--- config.mk ---
export PLATFORM = sky130hd
export DESIGN_NAME = eeprom_sdp_guard
export DESIGN_NICKNAME = d
export VERILOG_FILES = /design/src/rtl/sdp_pkg.sv /design/src/rtl/sdp_ctrl.sv /design/src/rtl/sdp_datapath.sv /design/src/rtl/eeprom_sdp_guard.sv
export SDC_FILE = /design/constraint.sdc
export NUM_CORES = 1
export LEC_CHECK = 0
export ABC_AREA = 1
export BUFFER_PORTS_ARGS = -buffer_cell sky130_fd_sc_hd__buf_2
export CORE_UTILIZATION = 47
export CTS_BUF_LIST = sky130_fd_sc_hd__clkbuf_2
export DETAILED_ROUTE_END_ITERATION = 16
export GPL_ROUTABILITY_DRIVEN = 0
export PLACE_DENSITY = 0.71
export SYNTH_ARGS = -nofsm -noshare
export SYNTH_HDL_FRONTEND = slang
export SYNTH_SLANG_ARGS = --single-unit
--- constraint.sdc ---
create_clock -name clk -period 1.65 [get_ports clk]
set_clock_uncertainty 0.05 [all_clocks]
set_input_delay 0.0825 -clock clk [delete_from_list [all_inputs] [get_ports clk]]
set_output_delay 0.0825 -clock clk [all_outputs]
set_load 0.1 [all_outputs]
--- src/rtl/sdp_pkg.sv ---
package sdp_pkg;

  typedef enum logic [2:0] {
    ST_IDLE,
    ST_KEY1,
    ST_KEY2,
    ST_DISPRE,
    ST_DKEY1,
    ST_DKEY2
  } seqStep_t;

  // strobes from control toward datapath
  typedef struct packed {
    logic consume;      // current write belongs to a command
    logic setProt;      // lock command completed
    logic startUnlock;  // unlock command completed
  } ctrlStb_t;

endpackage

--- src/rtl/sdp_ctrl.sv ---
module sdp_ctrl
  import sdp_pkg::*;
#(
  parameter int ADDR_W    = 16,
  parameter int DATA_W    = 8,
  parameter int GAP_LIMIT = 120,
  parameter logic [ADDR_W-1:0] ADDR_A  = 16'h5555,
  parameter logic [ADDR_W-1:0] ADDR_B  = 16'h2AAA,
  parameter logic [DATA_W-1:0] KEY_1   = 8'hAA,
  parameter logic [DATA_W-1:0] KEY_2   = 8'h55,
  parameter logic [DATA_W-1:0] OP_LOCK = 8'hA0,
  parameter logic [DATA_W-1:0] OP_PRE  = 8'h80,
  parameter logic [DATA_W-1:0] OP_FREE = 8'h20
) (
  input  logic              clk,
  input  logic              rstN,
  input  logic              wrStrobe,
  input  logic [ADDR_W-1:0] wrAddr,
  input  logic [DATA_W-1:0] wrData,
  input  logic              usTick,
  output ctrlStb_t          stb
);

  localparam int GAP_W = $clog2(GAP_LIMIT + 1);
  localparam logic [GAP_W-1:0] GAP_MAX = GAP_W'(GAP_LIMIT);

  seqStep_t step, nextStep;
  logic [GAP_W-1:0] gapCnt;
  logic onA, onB;

  assign onA = (wrAddr == ADDR_A);
  assign onB = (wrAddr == ADDR_B);

  always_comb begin
    nextStep = step;
    stb      = '0;
    if (wrStrobe) begin
      nextStep = ST_IDLE;  // any mismatch drops the command
      unique case (step)
        ST_IDLE:   if (onA && wrData == KEY_1) begin nextStep = ST_KEY1; stb.consume = 1'b1; end
        ST_KEY1:   if (onB && wrData == KEY_2) begin nextStep = ST_KEY2; stb.consume = 1'b1; end
        ST_KEY2: begin
          if (onA && wrData == OP_LOCK) begin
            stb.consume = 1'b1;
            stb.setProt = 1'b1;
          end else if (onA && wrData == OP_PRE) begin
            nextStep    = ST_DISPRE;
            stb.consume = 1'b1;
          end
        end
        ST_DISPRE: if (onA && wrData == KEY_1) begin nextStep = ST_DKEY1; stb.consume = 1'b1; end
        ST_DKEY1:  if (onB && wrData == KEY_2) begin nextStep = ST_DKEY2; stb.consume = 1'b1; end
        ST_DKEY2: begin
          if (onA && wrData == OP_FREE) begin
            stb.consume     = 1'b1;
            stb.startUnlock = 1'b1;
          end
        end
        default: nextStep = ST_IDLE;
      endcase
    end else if (usTick && step != ST_IDLE && gapCnt == GAP_MAX) begin
      nextStep = ST_IDLE;  // inter-write gap exceeded
    end
  end

  always_ff @(posedge clk) begin
    if (!rstN) begin
      step   <= ST_IDLE;
      gapCnt <= '0;
    end else begin
      step <= nextStep;
      if (wrStrobe || step == ST_IDLE) gapCnt <= '0;
      else if (usTick) gapCnt <= (gapCnt == GAP_MAX) ? '0 : gapCnt + 1'b1;
    end
  end

  // gap counter never passes its limit
  a_r8_gap_bound: assert property (@(posedge clk) disable iff (!rstN)
    gapCnt <= GAP_MAX);

  // an unmatched write leaves the sequencer idle
  a_r7_idle_after_miss: assert property (@(posedge clk) disable iff (!rstN)
    (wrStrobe && !stb.consume) |=> (step == ST_IDLE));

  // only a strobed write can be consumed
  a_r9_consume_on_write: assert property (@(posedge clk) disable iff (!rstN)
    stb.consume |-> wrStrobe);

endmodule

--- src/rtl/sdp_datapath.sv ---
module sdp_datapath
  import sdp_pkg::*;
#(
  parameter int   WC_TICKS      = 10000,
  parameter logic PROT_AT_RESET = 1'b1
) (
  input  logic     clk,
  input  logic     rstN,
  input  logic     wrStrobe,
  input  logic     usTick,
  input  ctrlStb_t stb,
  output logic     protOn,
  output logic     unlockBusy,
  output logic     arrayWrEn
);

  localparam int WC_W = $clog2(WC_TICKS + 1);
  localparam logic [WC_W-1:0] WC_LAST = WC_W'(WC_TICKS - 1);

  logic [WC_W-1:0] wcCnt;

  always_ff @(posedge clk) begin
    if (!rstN) begin
      protOn     <= PROT_AT_RESET;
      unlockBusy <= 1'b0;
      wcCnt      <= '0;
    end else if (stb.setProt) begin
      protOn     <= 1'b1;
      unlockBusy <= 1'b0;
      wcCnt      <= '0;
    end else if (stb.startUnlock && protOn) begin
      unlockBusy <= 1'b1;
      wcCnt      <= '0;
    end else if (unlockBusy && usTick) begin
      if (wcCnt == WC_LAST) begin
        unlockBusy <= 1'b0;
        protOn     <= 1'b0;
        wcCnt      <= '0;
      end else begin
        wcCnt <= wcCnt + 1'b1;
      end
    end
  end

  assign arrayWrEn = wrStrobe && !stb.consume && !protOn;

  // nothing reaches the array while protected
  a_r6_block_when_prot: assert property (@(posedge clk) disable iff (!rstN)
    arrayWrEn |-> !protOn);

  // the delay only runs while still protected
  a_r4_busy_implies_prot: assert property (@(posedge clk) disable iff (!rstN)
    unlockBusy |-> protOn);

  // delay counter stays in range
  a_r4_count_bound: assert property (@(posedge clk) disable iff (!rstN)
    wcCnt <= WC_LAST);

  // a lock command takes hold on the next cycle
  a_r2_lock_holds: assert property (@(posedge clk) disable iff (!rstN)
    stb.setProt |=> (protOn && !unlockBusy));

  // an unlock command while protected starts the delay
  a_r3_unlock_starts: assert property (@(posedge clk) disable iff (!rstN)
    (stb.startUnlock && !stb.setProt && protOn) |=> unlockBusy);

endmodule

--- src/rtl/eeprom_sdp_guard.sv ---
module eeprom_sdp_guard
  import sdp_pkg::*;
#(
  parameter int   ADDR_W        = 16,
  parameter int   DATA_W        = 8,
  parameter int   GAP_LIMIT     = 120,
  parameter int   WC_TICKS      = 10000,
  parameter logic PROT_AT_RESET = 1'b1
) (
  input  logic              clk,
  input  logic              rstN,
  input  logic              wrStrobe,
  input  logic [ADDR_W-1:0] wrAddr,
  input  logic [DATA_W-1:0] wrData,
  input  logic              usTick,
  output logic              protOn,
  output logic              unlockBusy,
  output logic              arrayWrEn
);

  ctrlStb_t stb;

  sdp_ctrl #(
    .ADDR_W   (ADDR_W),
    .DATA_W   (DATA_W),
    .GAP_LIMIT(GAP_LIMIT)
  ) uCtrl (
    .clk     (clk),
    .rstN    (rstN),
    .wrStrobe(wrStrobe),
    .wrAddr  (wrAddr),
    .wrData  (wrData),
    .usTick  (usTick),
    .stb     (stb)
  );

  sdp_datapath #(
    .WC_TICKS     (WC_TICKS),
    .PROT_AT_RESET(PROT_AT_RESET)
  ) uData (
    .clk       (clk),
    .rstN      (rstN),
    .wrStrobe  (wrStrobe),
    .usTick    (usTick),
    .stb       (stb),
    .protOn    (protOn),
    .unlockBusy(unlockBusy),
    .arrayWrEn (arrayWrEn)
  );

endmodule

==> results.md <==
Route:
- After detailed routing, the total wire length is 4.35 mm.
- The first TritonRoute pass finished after 4 iterations.
- After the first detailed-routing iteration, the DRC count stood at 147.
- After detailed routing, the number of vias per cell comes to 4.89.
- Across all layers, the routed design uses 1991 vias.
- The count of nets left with antenna violations after detail routing is 0.
- For this run, design rule violations remaining after detail routing come to 0.
- After detailed routing, the average wire length per cell comes to 10.7 microns.

Pwr:
- Of the total power, registers draw 0.554.
- In this run the power density over the cells is 491 mW/mm^2.
- In this run the static leakage power is 0.996 nW.
- The net switching power is 0.253 mW.
- The switching part of the total is 0.224.
- The largest voltage drop on the vdd net is 350 uV.
- The combinational fraction of design power is 0.087.
- The total internal power is 0.878 mW.
- The completed layout was analyzed and its total power is 1.13 mW.
- The share of total power dissipated in the clock network is 0.359.

Yosys:
- The total of flip-flops plus latches after synthesis is 26.
- A synthesized cell averages 5.86 sq um.
- Counting every instance in the synthesized netlist gives 311.
- The number of unique standard cell types used by synthesis is 28.
- For this run, the number of Yosys warnings is 0.
- In this run, synthesis inferred 0 flip-flops with an integrated enable.
- After synthesis, the share of cell area in mux cells is 0.
- The dominant register cell in the synthesized netlist is sky130_fd_sc_hd__dfxtp_1.
- Summing every instance area after synthesis gives 0.00182 sq mm.
- The sequential area share after synthesis is 0.286.
- Of the total synthesized cell area, the portion taken by XOR and XNOR cells is 0.0336.
- The cell taking the most area after synthesis is sky130_fd_sc_hd__dfxtp_1.
- The simple-gate portion of the synthesized area is 0.496.
- By area, the combinational part of the netlist is dominated by simple AND/OR/NAND/NOR gates.
- The fraction of the mapped netlist area in compound gates is 0.0480.
- Of the total synthesized cell area, the portion taken by full adders, half adders and majority gates is 0.0206.
- Ranked by total cell area, the synthesized netlist is headed by sky130_fd_sc_hd__dfxtp_1 29%, sky130_fd_sc_hd__nand2_1 16%, sky130_fd_sc_hd__nor2_1 14%.
- Of the post-synthesis cell area, the dominant cell type holds 0.286.
- When the netlist entered floorplanning its net count stood at 342.
- The async set or reset register ratio after synthesis is 0.

Clock tree:
- The number of clock buffers inserted by TritonCTS is 3.
- The later pin in the worst-skew pair is clocked with a latency of 0.35 ns.
- Clock tree synthesis found a total of 26 sinks.
- The clock tree from TritonCTS is done.
- The clock root buffer master is sky130_fd_sc_hd__clkbuf_2.
- The maximum clock insertion buffer count is 2.
- The number of H-tree branching levels is 1.
- After clock tree synthesis, the clock-pin slew on the worst setup and hold paths is 0.25 ns.

Setup path:
- The critical path class is register to primary output.
- For this run, the slowest stage of the critical path takes 0.42 ns.
- The cell seen most often among critical-path stages is sky130_fd_sc_hd__nand2_1.
- The endpoint class of the critical path is a primary output.
- The setup slack of the worst register-to-register path is 0.07 ns.
- The cell type of the slowest stage on the worst timing path is sky130_fd_sc_hd__dfxtp_4.
- The kind of start point of the critical path is a register.
- The data required time of the worst path is 1.52 ns.
- The critical path contains buffers and inverters numbering 2 combined.
- The critical path goes through buf_6 -> nand3_2 -> nor3_2 -> nand2_1 -> nand3_1 -> nor2_1 -> nand2_1 -> nor2_4 -> buf_12.
- The endpoint of the worst register-to-register path is uData.wcCnt[6].
- The worst register-to-register path begins at uCtrl.step[2].
- The arrival time at the worst endpoint is 1.62 ns.
- Along the worst path, the maximum fanout reaches 3.
- In this design, the largest share of critical-path delay is due to simple AND/OR/NAND/NOR gates.
- The logic depth of the worst register-to-register path is 9.

Global routing:
- The initial antenna violation count came to 0.
- Global routing finished with a remaining overflow of 0.
- The via count of the first global-routing pass is 1905.
- The largest net degree at the start of global routing is 16.
- In the global route stage, overall resource usage came out at 0.233.
- The first global-routing pass estimated 7.80 mm of wire.

Layout:
- The final layout contains 391 nets.
- The library cell used most frequently in the layout, excluding fill and tap cells, is sky130_fd_sc_hd__nand2_1.
- In the layout the commonest cells are 76 x sky130_fd_sc_hd__nand2_1, 60 x sky130_fd_sc_hd__nor2_1, 46 x sky130_fd_sc_hd__inv_1.
- The area taken by flip-flops and latches is 534 sq um.
- The area growth from synthesis to layout is 26.2%.
- Summing all multi-input logic gate instances after layout gives 0.00118 sq mm.
- The filler cells instantiated in the layout total 358.
- The count of placed standard cells in the final layout, fillers left out is 407.
- Of the cells placed in the final design, the portion with a size suffix greater than 1 is 0.223.
- The end-of-flow core utilization is 0.624.
- 0 antenna diodes ended up in the layout.

Timing:
- The number of setup violations in the final report is 1.
- The worst max-slew margin expressed relative to the limit is 0.678.
- Setup repair after global routing could not meet its margin everywhere.
- The number of hold-slack violations in the final timing report is 0.
- The hold slack is 0.169 ns.
- The maximum clock rate is 0.570 GHz.
- Subtracting the final worst setup slack from the clock period gives 1.75 ns.
- The max-slew violation count is 0.
- After layout, the worst setup slack is -0.105 ns.
- The period utilization is 1.06.
- At the pin with the least slew margin, the transition time is 0.487 ns.

Floorplanning:
- The core region is 0.00369 sq mm.
- The area enclosed by the die boundary is 0.00413 sq mm.
- The placement row count is 22.
- The die is 64.3 microns tall.
- The die width is 64.3 microns.
- The number of ports placed on the die boundary is 31.
- The starting utilization of the core area is 0.494.

Place:
- During placement, the flow inserted port buffers numbering 30.
- The detailed placer's ending HPWL is 3.11 mm.
- The number of instances in the placed design is 390.

Hold path:
- In this run the most critical hold path is launched from wrAddr[0].
- The type of the tightest min-delay check is primary input to register.
- The cell depth of the worst hold path is 8.
- The path with the worst hold slack has its endpoint at uCtrl.step[1].

Status:
- The final reports fail on negative setup slack.
- The flow ran to the end, but the final reports show violations.

Flow run:
- Max-cap violations in this run came to 0.
[cells by family (layout without fill, tap and decap cells)]
logic type	after synthesis	in the layout
simple gates	206	207
flops	26	26
compound gates	16	16
buf+inv	53	100
xor+xnor	7	7
fa+ha+maj	3	3
[worst max path at each step]
stage,start,endpoint,depth (start not counted)
floorplan,uData.unlockBusy,uData.unlockBusy,9
global placement,uData.wcCnt[1],uData.wcCnt[9],10
detailed placement,uData.wcCnt[1],uData.wcCnt[9],10
CTS,uCtrl.step[2],arrayWrEn,9
global route,uCtrl.step[2],arrayWrEn,9
finish,uCtrl.step[2],arrayWrEn,9
[cells in the mapped netlist, types with 3 or more instances]
library cell,number
sky130_fd_sc_hd__nor2_1,67
sky130_fd_sc_hd__xnor2_1,3
sky130_fd_sc_hd__a21oi_1,10
sky130_fd_sc_hd__nand2_1,76
sky130_fd_sc_hd__nand4_1,8
sky130_fd_sc_hd__nor4_1,5
sky130_fd_sc_hd__xor2_1,4
sky130_fd_sc_hd__nor3_1,11
sky130_fd_sc_hd__o21ai_0,5
sky130_fd_sc_hd__ha_1,3
sky130_fd_sc_hd__inv_1,48
sky130_fd_sc_hd__dfxtp_1,26
sky130_fd_sc_hd__nand3_1,26
[metrics by stage]
step / instance area [sq um] / setup slack, ns / TNS [ns]
6_report: 2300 / -0.105 / -0.105
3_5_place_dp: 2060 / 0.102 / 0
2_1_floorplan: 1830 / 0.0191 / 0
5_1_grt: 2300 / -0.257 / -0.293
3_3_place_gp: 2060 / 0.161 / 0
4_1_cts: 2250 / -0.107 / -0.107
[area by class of cell]
type                            count  area share
Tap cell                           48      0.0261
Clock buffer                        3     0.00653
Multi-Input combinational cell    233       0.512
Clock inverter                      1      0.0131
Sequential cell                    26       0.232
Inverter                           50      0.0816
Timing Repair Buffer               46       0.129
[repair_timing]
item                                    in CTS  in global routing
endpoints found under the hold margin        6                  0
endpoints found under the setup margin       1                 16
resized for setup                           15                 11
setup buffers                                9                  1
hold buffers                                 3                  0
cloned                                       0                  1
pin swaps                                    6                  2
[routing by layer]
| metal | GRT usage | up-vias | share of wire |
|---|---|---|---|
| li1 | - | 1071 | - |
| met5 | 0 | - | 0 |
| met1 | 0.288 | 886 | 0.45 |
| met3 | 0.0250 | 4 | 0.028 |
| met2 | 0.432 | 30 | 0.52 |
| met4 | 0.0444 | 0 | 0.0048 |
[worst register-to-register path, delay by kind of cell (launching register included)]
kind / cells / cell delay (ns)
flip-flops: 1 / 0.42
AND/OR/NAND/NOR: 5 / 0.61
buffers and inverters: 4 / 0.46
[registers in the layout, summed over array words and instances (netlist names)]
signal	flops
uData.unlockBusy	1
uCtrl.step	3
uData.wcCnt	14
uData.protOn	1
uCtrl.gapCnt	7
[power groups by stage]
stage          Sequential, mW  Combinational [mW]  Clock (mW)
2_1_floorplan           0.642              0.0459           0
3_3_place_gp            0.642              0.0869           0
3_5_place_dp            0.642              0.0873           0
4_1_cts                 0.627              0.0953       0.420
5_1_grt                 0.628               0.113       0.444
6_report                0.627              0.0980       0.406
(Power assumes the default switching activity.)
